## src/rtl/flcmd_pkg.sv

```systemverilog
// Package: shared phase type and sequence constants for the flash command sequencer.
// Assumes a fixed three-write sequence; the step index is sized to hold it.
package flcmd_pkg;
    typedef enum logic [2:0] {
        PH_IDLE,
        PH_SETUP,
        PH_PULSE,
        PH_HOLD,
        PH_GAP
    } phase_e;

    localparam int unsigned NUM_WRITES = 3;
    localparam int unsigned STEP_W     = $clog2(NUM_WRITES);
endpackage

```

## src/rtl/flcmd_step_decode.sv

```systemverilog
// Maps a write step index to the flash word address and data of that write.
// Assumes step 0 and 1 are the key writes and any later step is the command write;
// the command byte is zero-extended into the data word.
module flcmd_step_decode
    import flcmd_pkg::*;
#(
    parameter int unsigned     ADDR_W     = 24,
    parameter int unsigned     DATA_W     = 16,
    parameter int unsigned     CMD_W      = 8,
    parameter logic [ADDR_W-1:0] KEY_ADDR_A = 24'h000555,
    parameter logic [ADDR_W-1:0] KEY_ADDR_B = 24'h0002AA,
    parameter logic [CMD_W-1:0]  KEY_DATA_A = 8'hAA,
    parameter logic [CMD_W-1:0]  KEY_DATA_B = 8'h55
) (
    input  logic [STEP_W-1:0] step_i,
    input  logic [CMD_W-1:0]  cmd_i,
    output logic [ADDR_W-1:0] addr_o,
    output logic [DATA_W-1:0] data_o
);
    localparam int unsigned PAD_W = DATA_W - CMD_W;

    // Select address and zero-extended data byte for the current step.
    always_comb begin
        unique case (step_i)
            STEP_W'(0): begin
                addr_o = KEY_ADDR_A;
                data_o = {{PAD_W{1'b0}}, KEY_DATA_A};
            end
            STEP_W'(1): begin
                addr_o = KEY_ADDR_B;
                data_o = {{PAD_W{1'b0}}, KEY_DATA_B};
            end
            default: begin
                addr_o = KEY_ADDR_A;
                data_o = {{PAD_W{1'b0}}, cmd_i};
            end
        endcase
    end
endmodule

```

## src/rtl/flcmd_phase_timer.sv

```systemverilog
// Counts clocks spent in the current bus phase and flags its final clock.
// Assumes the owner pulses restart_i on the edge that enters a new phase;
// a requested length of zero is treated as one. The counter saturates.
module flcmd_phase_timer #(
    parameter int unsigned CNT_W = 8
) (
    input  logic             clk,
    input  logic             rst_n,
    input  logic             restart_i,
    input  logic [CNT_W-1:0] len_i,
    output logic             last_o
);
    localparam logic [CNT_W-1:0] ONE = CNT_W'(1);
    localparam logic [CNT_W-1:0] MAX = {CNT_W{1'b1}};

    logic [CNT_W-1:0] cnt_q;
    logic [CNT_W-1:0] eff_len;

    // Clamp a zero length to one clock.
    always_comb eff_len = (len_i == '0) ? ONE : len_i;

    // Clock count within the phase, starting at one on phase entry.
    always_ff @(posedge clk) begin
        if (!rst_n)              cnt_q <= ONE;
        else if (restart_i)      cnt_q <= ONE;
        else if (cnt_q != MAX)   cnt_q <= cnt_q + ONE;
    end

    // Final clock of the phase.
    always_comb last_o = (cnt_q == eff_len);
endmodule

```

## src/rtl/flcmd_seq_top.sv

```systemverilog
// Flash command sequencer: on an accepted start, issues three individually strobed
// 16-bit word writes (two key writes, then the command write) with programmable
// setup, pulse and hold clocks and a one-clock idle gap between writes.
// Assumes inputs are synchronous to clk; the strobes are decoded from registered state.
module flcmd_seq_top
    import flcmd_pkg::*;
#(
    parameter int unsigned ADDR_W = 24,
    parameter int unsigned DATA_W = 16,
    parameter int unsigned CMD_W  = 8,
    parameter int unsigned CNT_W  = 8
) (
    input  logic              clk,
    input  logic              rst_n,
    input  logic              start_i,
    input  logic [CMD_W-1:0]  cmd_i,
    input  logic [CNT_W-1:0]  setup_cnt_i,
    input  logic [CNT_W-1:0]  pulse_cnt_i,
    input  logic [CNT_W-1:0]  hold_cnt_i,
    output logic              busy_o,
    output logic              done_o,
    output logic [ADDR_W-1:0] flash_addr_o,
    output logic [DATA_W-1:0] flash_data_o,
    output logic              flash_ce_n_o,
    output logic              flash_we_n_o
);
    localparam logic [STEP_W-1:0] LAST_STEP = STEP_W'(NUM_WRITES - 1);

    phase_e            phase_q, phase_d;
    logic [STEP_W-1:0] step_q, step_d;
    logic [CMD_W-1:0]  cmd_q;
    logic [CNT_W-1:0]  setup_q, pulse_q, hold_q;
    logic              done_q, done_d;
    logic              restart;
    logic              load;
    logic              last;
    logic [CNT_W-1:0]  len_sel;
    logic [ADDR_W-1:0] dec_addr;
    logic [DATA_W-1:0] dec_data;

    // Length of the phase currently being timed.
    always_comb begin
        unique case (phase_q)
            PH_SETUP: len_sel = setup_q;
            PH_PULSE: len_sel = pulse_q;
            PH_HOLD:  len_sel = hold_q;
            default:  len_sel = CNT_W'(1);
        endcase
    end

    flcmd_phase_timer #(
        .CNT_W (CNT_W)
    ) timer_i (
        .clk       (clk),
        .rst_n     (rst_n),
        .restart_i (restart),
        .len_i     (len_sel),
        .last_o    (last)
    );

    flcmd_step_decode #(
        .ADDR_W (ADDR_W),
        .DATA_W (DATA_W),
        .CMD_W  (CMD_W)
    ) decode_i (
        .step_i (step_q),
        .cmd_i  (cmd_q),
        .addr_o (dec_addr),
        .data_o (dec_data)
    );

    // Next phase, step and done pulse.
    always_comb begin
        phase_d = phase_q;
        step_d  = step_q;
        restart = 1'b0;
        load    = 1'b0;
        done_d  = 1'b0;
        unique case (phase_q)
            PH_IDLE: if (start_i) begin
                phase_d = PH_SETUP;
                step_d  = '0;
                restart = 1'b1;
                load    = 1'b1;
            end
            PH_SETUP: if (last) begin
                phase_d = PH_PULSE;
                restart = 1'b1;
            end
            PH_PULSE: if (last) begin
                phase_d = PH_HOLD;
                restart = 1'b1;
            end
            PH_HOLD: if (last) begin
                restart = 1'b1;
                if (step_q == LAST_STEP) begin
                    phase_d = PH_IDLE;
                    done_d  = 1'b1;
                end else begin
                    phase_d = PH_GAP;
                end
            end
            PH_GAP: if (last) begin
                phase_d = PH_SETUP;
                step_d  = step_q + STEP_W'(1);
                restart = 1'b1;
            end
            default: phase_d = PH_IDLE;
        endcase
    end

    // Sequencer state registers.
    always_ff @(posedge clk) begin
        if (!rst_n) begin
            phase_q <= PH_IDLE;
            step_q  <= '0;
            done_q  <= 1'b0;
        end else begin
            phase_q <= phase_d;
            step_q  <= step_d;
            done_q  <= done_d;
        end
    end

    // Capture command byte and timing counts on an accepted start.
    always_ff @(posedge clk) begin
        if (!rst_n) begin
            cmd_q   <= '0;
            setup_q <= '0;
            pulse_q <= '0;
            hold_q  <= '0;
        end else if (load) begin
            cmd_q   <= cmd_i;
            setup_q <= setup_cnt_i;
            pulse_q <= pulse_cnt_i;
            hold_q  <= hold_cnt_i;
        end
    end

    // Pin decode from the registered phase.
    always_comb begin
        busy_o       = (phase_q != PH_IDLE);
        done_o       = done_q;
        flash_ce_n_o = (phase_q == PH_IDLE) || (phase_q == PH_GAP);
        flash_we_n_o = (phase_q != PH_PULSE);
        flash_addr_o = busy_o ? dec_addr : '0;
        flash_data_o = busy_o ? dec_data : '0;
    end
endmodule

```

## config.mk

```make
export PLATFORM = sky130hd
export DESIGN_NAME = flcmd_seq_top
export DESIGN_NICKNAME = d
export VERILOG_FILES = /design/src/rtl/flcmd_pkg.sv /design/src/rtl/flcmd_step_decode.sv /design/src/rtl/flcmd_phase_timer.sv /design/src/rtl/flcmd_seq_top.sv
export SDC_FILE = /design/constraint.sdc
export NUM_CORES = 1
export LEC_CHECK = 0
export ABC_AREA = 1
export BUFFER_PORTS_ARGS = -buffer_cell sky130_fd_sc_hd__buf_4
export CORE_MARGIN = 3
export CORE_UTILIZATION = 42
export DETAILED_ROUTE_END_ITERATION = 6
export PLACE_DENSITY = 0.67
export REMOVE_ABC_BUFFERS = 1
export SETUP_SLACK_MARGIN = 0.02
export SYNTH_ARGS = -nofsm -noshare
export SYNTH_HDL_FRONTEND = slang
export SYNTH_SLANG_ARGS = --single-unit
```

## constraint.sdc

```tcl
create_clock -name clk -period 2.4 [get_ports clk]
set_clock_uncertainty 0.2 [all_clocks]
set_input_delay 0.24 -clock clk [delete_from_list [all_inputs] [get_ports clk]]
set_output_delay 0.24 -clock clk [all_outputs]
set_load 0.005 [all_outputs]
```

==> results.md, run 1 <==
- CP max-delay cell: dfxtp_1
- Starting DRC count in detailed routing: 173
- Main synth FF type: dfxtp_1
- IO buf count: 57
- Initial Util: 45.1%
- Crit. End Element: output pin
- First-pass GRT wire length: 10900 um
- 1st-pass router iterations: 4
- Max IR drop VDD: 504 uV
- Min-delay src: hold_cnt_i[3]
- PwrDens: 1070 nW/um2
- Number of synthesis warnings: 0
- Total number of vias: 2556
- Fmax: 463 MHz
- CTS Buf Count: 5
- CTS tree: done
- Vias in the first global route: 2347
- Post-DR vias/cell: 4.89
- Number of diodes: 0
- Max cap viols: 0
- R2r setup slk: 0.29 ns
- Grt ovf: 0
- IO Count: 79
- Cts repair resizes: 0
- Core Util, Final: 51.8%
- Period Utilization, post-route: 89.9%
- Die Span Y: 87.1 um
- Post-Syn Area: 2760 um2
- CTS sink cnt: 46
- Status: completed
- Final net count: 486
- Final Hold Viols: 0
- Yosys reg bits: 46
- Chip width: 87.1 um
- Reg2reg end: phase_q[2]$_SDFFE_PN0P_
- Full die area: 7590 um2
- Sequential area share after synthesis: 33.3%
- Startpoint Class: register
- Drc violations: 0
- CP Cell Sequence: inv_1 -> ha_1 -> nor2_1 -> buf_4
- Crit path DAT: 1.72 ns
- Pwr Total: 3.39 mW
- Proportion of layout cells with a drive suffix above 1: 21.7%
- Register-to-Register Path Depth: 13
- Unrepaired setup endpoints after global routing: false
- Crit-path leading delay family: flip-flops
- Post-DP HPWL: 4760 um
- Routed wire length: 6270 um
- Setup bufs post-CTS: 0
- Fin worst setup slack: 0.242 ns
- Syn avg cell area: 6.76 um2
- Dpl ws: 0.0851 ns
- Worst skew pair latency: 0.30 ns
- Area occupied by multi-input gates: 1410 um2
- Core area: 6130 um2
- # rows: 28
- Worst r2r src: phase_q[1]$_SDFFE_PN0P_
- Crit path time final: 2.16 ns
- GRT Total Usage: 17.6%
- WP buf/inv: 2
- Ys async rst share: 0%
- Area growth from synthesis to layout: 15.0%
- H-tree Lvls: 2
- Synth cell types: 28
- Cts-stage hold buffer count: 0
- Hold Path End: hold_q[3]$_SDFFE_PN0P_
- Initial antenna violation count: 0
- Req. time, crit path: 1.96 ns
- Gate count of the mapped netlist: 409
- Measured slew at the worst slew-check pin: 0.683 ns
- Hold Crit Class: in2reg
- Post-route ant nets: 0
- Post-synth EDFFs: 0
- CTS Root Cell: clkbuf_8
- Sequential cell area: 926 um2
- Setup CP Type: reg2out
- Min Hold Slack: 0.0127 ns
- Critical path fanouts, max: 11
- Number of fill cells: 614
- Crit-path max cell delay: 0.53 ns
- GPL Wtd Cong: 0.925
- WL/cell: 12.0 um
- Static leakage: 1.48 nW
- Maximum clock insertion buffer count: 2
- Setup violations, final: 0
- Hold depth: 3
- Clk slew on worst S/H paths: 0.08 ns
- Rel. slew slack: 54.4%
- Largest net degree at the start of global routing: 30
- Max Slew Vio Count: 0
through the flow:
step                area, um2  instances  setup TNS, ns
floorplan                2490        378          -1.79
detailed placement       3060        516              0
finish                   3180        523              0
CTS                      3170        523              0
global placement         3060        516              0
global route             3180        523              0
logic make-up (layout without fill, tap and decap cells):
logic type	Yosys count	in the layout	share of synthesized area, %
AOI/OAI and AO/OA	62	62	11.3
adders and majority gates	3	3	1.36
buffers and inverters	95	114	18.6
xor gates and xnor gates	3	3	0.951
DFF	46	46	33.3
other	1	21	0.136
and+or+nand+nor	199	199	34.4
cell type report:
| type | count | area share, % |
|---|---|---|
| sequential | 46 | 29.1 |
| inverter | 44 | 5.28 |
| clock inverter | 1 | 0.945 |
| tap | 75 | 2.95 |
| clock buffer | 6 | 2.60 |
| timing repair buffer | 63 | 14.9 |
| multi-input combinational | 288 | 44.2 |
synthesized netlist by cell type, types with 4 or more instances:
cell	n	share of area (%)
buf_4	31	8.4
nor2_1	31	4.2
clkbuf_1	14	1.9
nand4_1	15	3.4
nand3_2	4	1.4
a21oi_1	37	6.7
nand2_2	4	0.91
inv_1	40	5.4
dfxtp_1	46	33
o21ai_0	24	4.3
buf_6	5	2.0
nand2_1	79	11
nor2_2	6	1.4
nand3_1	50	9.1
registers in the layout, indices dropped and copies added, names as in the netlist:
name,cells
pulse_q,8
cmd_q,8
step_q,2
hold_q,8
phase_q,3
timer_i.cnt_q,8
setup_q,8
done_o,1
tightest hold or removal path: cells and delay by family:
| family | cells | cell delay (ns) |
|---|---|---|
| AND/OR/NAND/NOR | 1 | 0.07 |
| buffers and inverters | 1 | 0.11 |
| AO/OA/AOI/OAI | 1 | 0.06 |
power breakdown:
group | switching (mW) | internal, mW | total (mW)
combinational | 1.01 | 0.706 | 1.72
clock | 0.253 | 0.333 | 0.586
sequential | 0.152 | 0.930 | 1.08
worst max path at each step:
stage / start / to / slack [ns] / cells after the start
3_3_place_gp: phase_q[1]$_SDFFE_PN0P_ / phase_q[2]$_SDFFE_PN0P_ / 0.11 / 13
3_5_place_dp: phase_q[1]$_SDFFE_PN0P_ / phase_q[0]$_SDFFE_PN0P_ / 0.09 / 13
5_1_grt: step_q[1]$_SDFFE_PN0P_ / flash_addr_o[2] / 0.06 / 4
4_1_cts: phase_q[1]$_SDFFE_PN0P_ / phase_q[0]$_SDFFE_PN0P_ / 0.05 / 13
2_1_floorplan: phase_q[0]$_SDFFE_PN0P_ / cmd_q[0]$_SDFFE_PN0P_ / -0.12 / 6
6_report: step_q[1]$_SDFFE_PN0P_ / flash_addr_o[2] / 0.24 / 4
cells in the final DEF (no fill, tap or decap), types with 2 or more instances in the layout:
master,netlist,layout
buf_4,31,63
inv_2,3,3
nor2_4,3,3
o21ai_0,24,24
a21oi_1,37,37
nand4_1,15,15
nor2_1,31,31
nand3_2,4,4
nand2_1,79,79
conb_1,1,21
nand2_2,4,4
dfxtp_1,46,44
xor2_1,3,3
nor2_2,6,6
inv_1,40,40
nand3_1,50,50
nor3_1,2,2
clkbuf_8,0,6
ha_1,3,3
layer usage:
layer | vias to the layer above | part of all wire (%) | GRT usage [%]
met2 | 65 | 45 | 28.2
met3 | 4 | 4.7 | 2.93
li1 | 1348 | - | -
met4 | 0 | 0.96 | 6.28
met5 | - | 0 | 0
met1 | 1139 | 49 | 24.0
Note: power is estimated with default switching activity, not from simulation.
==> run 2: changes to the inputs <==
- ABC_AREA: 1 -> unset
==> run 2 against run 1 <==
Compared with the run above: the flow now finishes with violations (setup timing); clock power decreased by 17%; final cell count decreased by 1.7%; clock-buffer cell count increased by 1; via count decreased by 0.51%; core utilization increased by 12 points; non-clock buffer count increased by 65; critical path depth increased by 6; die area decreased by 2.6%; fmax decreased by 19%.
==> results.md, run 2 <==
- Req. time, crit path: 2.38 ns (+0.42 ns)
- Post-synth EDFFs: 0 (unchanged)
- Final Hold Viols: 0 (unchanged)
- Vias in the first global route: 2387 (+1.7%)
- Design area: 3850 um2 (+21%)
- Proportion of layout cells with a drive suffix above 1: 35.1% (+13 points)
- Static leakage: 1.61 nW (+9.2%)
- H-tree Lvls: 2 (unchanged)
- Crit. End Element: register
- 1st-pass router iterations: 4 (unchanged)
- Synth cell types: 50 (+79%)
- Leading area contributor after synthesis: dfxtp_1
- Maximum clock insertion buffer count: 2 (unchanged)
- Leading cell type in the layout, fill and taps excluded: buf_4
- Critical path fanouts, max: 8 (-3)
- Max IR drop VDD: 438 uV (-13%)
- # rows: 28 (unchanged)
- Fin worst setup slack: -0.275 ns (-0.517 ns)
- Startpoint Class: register
- Max Slew Vio Count: 0 (unchanged)
- PwrDens: 899 nW/um2 (-16%)
- Failing checks: setup timing
- CTS Buf Count: 5 (unchanged)
- Area contributors post-synth: dfxtp_1 34%, nand2_1 11%, a21boi_0 8.9%
- Fin Setup TNS: -2.96 ns (-2.96 ns)
- Syn avg cell area: 8.04 um2 (+19%)
- Fmax: 374 MHz (-19%)
- Post-Syn Area: 2690 um2 (-2.8%)
- Initial Util: 44.3% (-0.76 points)
- CP max-delay cell: or3_1
- Number of synthesis warnings: 0 (unchanged)
- Unrepaired setup endpoints after global routing: true
- Area growth from synthesis to layout: 43.2%
- WL/cell: 13.3 um (+11%)
- Chip width: 86.0 um (-1.3%)
- First-pass GRT wire length: 11100 um (+2.0%)
- Ys async rst share: 0% (unchanged)
- Final net count: 476 (-2.1%)
- Dpl ws: -0.566 ns (-0.651 ns)
- Min Hold Slack: 0.00647 ns (-0.00619 ns)
- List of most frequent post-synthesis cells: 81 x nand2_1, 46 x dfxtp_1, 32 x a21boi_0
- Sequential area share after synthesis: 34.3% (+0.96 points)
- Non-filler instance count after layout: 514 (-1.7%)
- Post-route ant nets: 0 (unchanged)
- Drc violations: 0 (unchanged)
- CTS tree: done
- Clk slew on worst S/H paths: 0.08 ns (about the same)
- Total number of vias: 2543 (-0.51%)
- GRT Total Usage: 18.4% (+0.76 points)
- IO Count: 79 (unchanged)
- Setup CP Type: reg2reg
- Crit-path max cell delay: 0.39 ns (-0.14 ns)
- Worst skew pair latency: 0.29 ns (about the same)
- Crit path time final: 2.67 ns (+0.517 ns)
- Max cap viols: 0 (unchanged)
- Hold Crit Class: in2reg
- Period Utilization, post-route: 111% (+22 points)
- Grt ovf: 0 (unchanged)
- Routed wire length: 6850 um (+9.1%)
- Initial antenna violation count: 0 (unchanged)
- Main synth FF type: dfxtp_1
- Placed Area: 3210 um2 (+5.0%)
- Die Span Y: 86.0 um (-1.3%)
- Core Util, Final: 63.5% (+12 points)
- CTS sink cnt: 46 (unchanged)
- CTS Root Cell: clkbuf_8
- GPL Wtd Cong: 0.830 (-10%)
- Largest net degree at the start of global routing: 41 (+37%)
- Number of diodes: 0 (unchanged)
- Yosys reg bits: 46 (unchanged)
- Setup violations, final: 14 (+14)
- Starting DRC count in detailed routing: 126 (-27%)
- Core area: 6060 um2 (-1.1%)
- Count leader, synth: nand2_1
- Most frequent cells in the layout: 95 x buf_4, 79 x nand2_1, 45 x dfxtp_1
- Crit path DAT: 2.65 ns (+0.93 ns)
- Gate count of the mapped netlist: 334 (-18%)
- CP Cell Sequence: buf_12 -> nor2b_2 -> buf_6 -> a32oi_2 -> nand2_1 -> o31ai_4 -> xor2_2 -> buf_4 -> o311ai_4 -> or3_1
- Full die area: 7390 um2 (-2.6%)
- IO buf count: 57 (unchanged)
- Placed insts: 470 (-8.9%)
- Synth top area share: 34.3% (+0.96 points)
- Post-DR vias/cell: 4.95 (+1.2%)
- Status: finished with violations
- Post-DP HPWL: 4580 um (-3.8%)
- Pwr Total: 3.46 mW (+2.1%)
-- run 2: cell families after synthesis --
group           count (synthesis)  share of synthesized area [%]
compound gates                 66                           19.5
xor+xnor                        5                           1.91
fa+ha+maj                       3                           1.40
buf+inv                        62                           13.9
flops                          46                           34.3
mux                            11                           4.56
other cells                     1                          0.140
simple gates                  140                           24.3
-- run 2: metal layers --
metal,routed length [um],track usage [%]
met5,0,0
met4,59,4.46
met3,408,3.27
met2,3420,31.2
met1,2960,24.2
-- run 2: final timing paths --
path | from | to | slack, ns | cells past startpoint
max reg2reg | phase_q[0]$_SDFFE_PN0P_ | timer_i.cnt_q[0]$_SDFFE_PP1P_ | -0.27 | 10
min | hold_cnt_i[2] | hold_q[2]$_SDFFE_PN0P_ | 0.006 | 3
max | phase_q[0]$_SDFFE_PN0P_ | timer_i.cnt_q[0]$_SDFFE_PP1P_ | -0.27 | 10
min reg2reg | pulse_q[2]$_SDFFE_PN0P_ | pulse_q[2]$_SDFFE_PN0P_ | 0.27 | 2
-- run 2: area by class of cell --
type	instances	area, um2
fillers	479	2210
multi-input cells	246	1620
repair buffers	128	1070
flip-flops and latches	46	925
well taps	75	93.8
clock buffers	7	86.3
inverters	11	41.3
clock inverters	1	5.00
-- run 2: repair_timing --
action | in CTS | in global routing
setup buffers | 8 | 5
hold buffers | 22 | 1
resized for setup | 27 | 18
pin swaps | 19 | 8
setup endpoints to repair | 14 | 14
hold endpoints to repair | 22 | 1
-- run 2: worst max-delay path, delay by kind of cell (launching register included) --
kind                      cells  cell delay, ns
AOI/OAI and AO/OA             3            0.67
xor gates and xnor gates      1            0.21
buffers and inverters         3            0.43
DFF                           1            0.38
and+or+nand+nor               3            0.65
-- run 2: report_power, final --
| group | total, mW | internal [mW] | switching (mW) |
|---|---|---|---|
| clock | 0.489 | 0.233 | 0.256 |
| combinational | 1.96 | 1.04 | 0.918 |
| sequential | 1.01 | 0.909 | 0.103 |
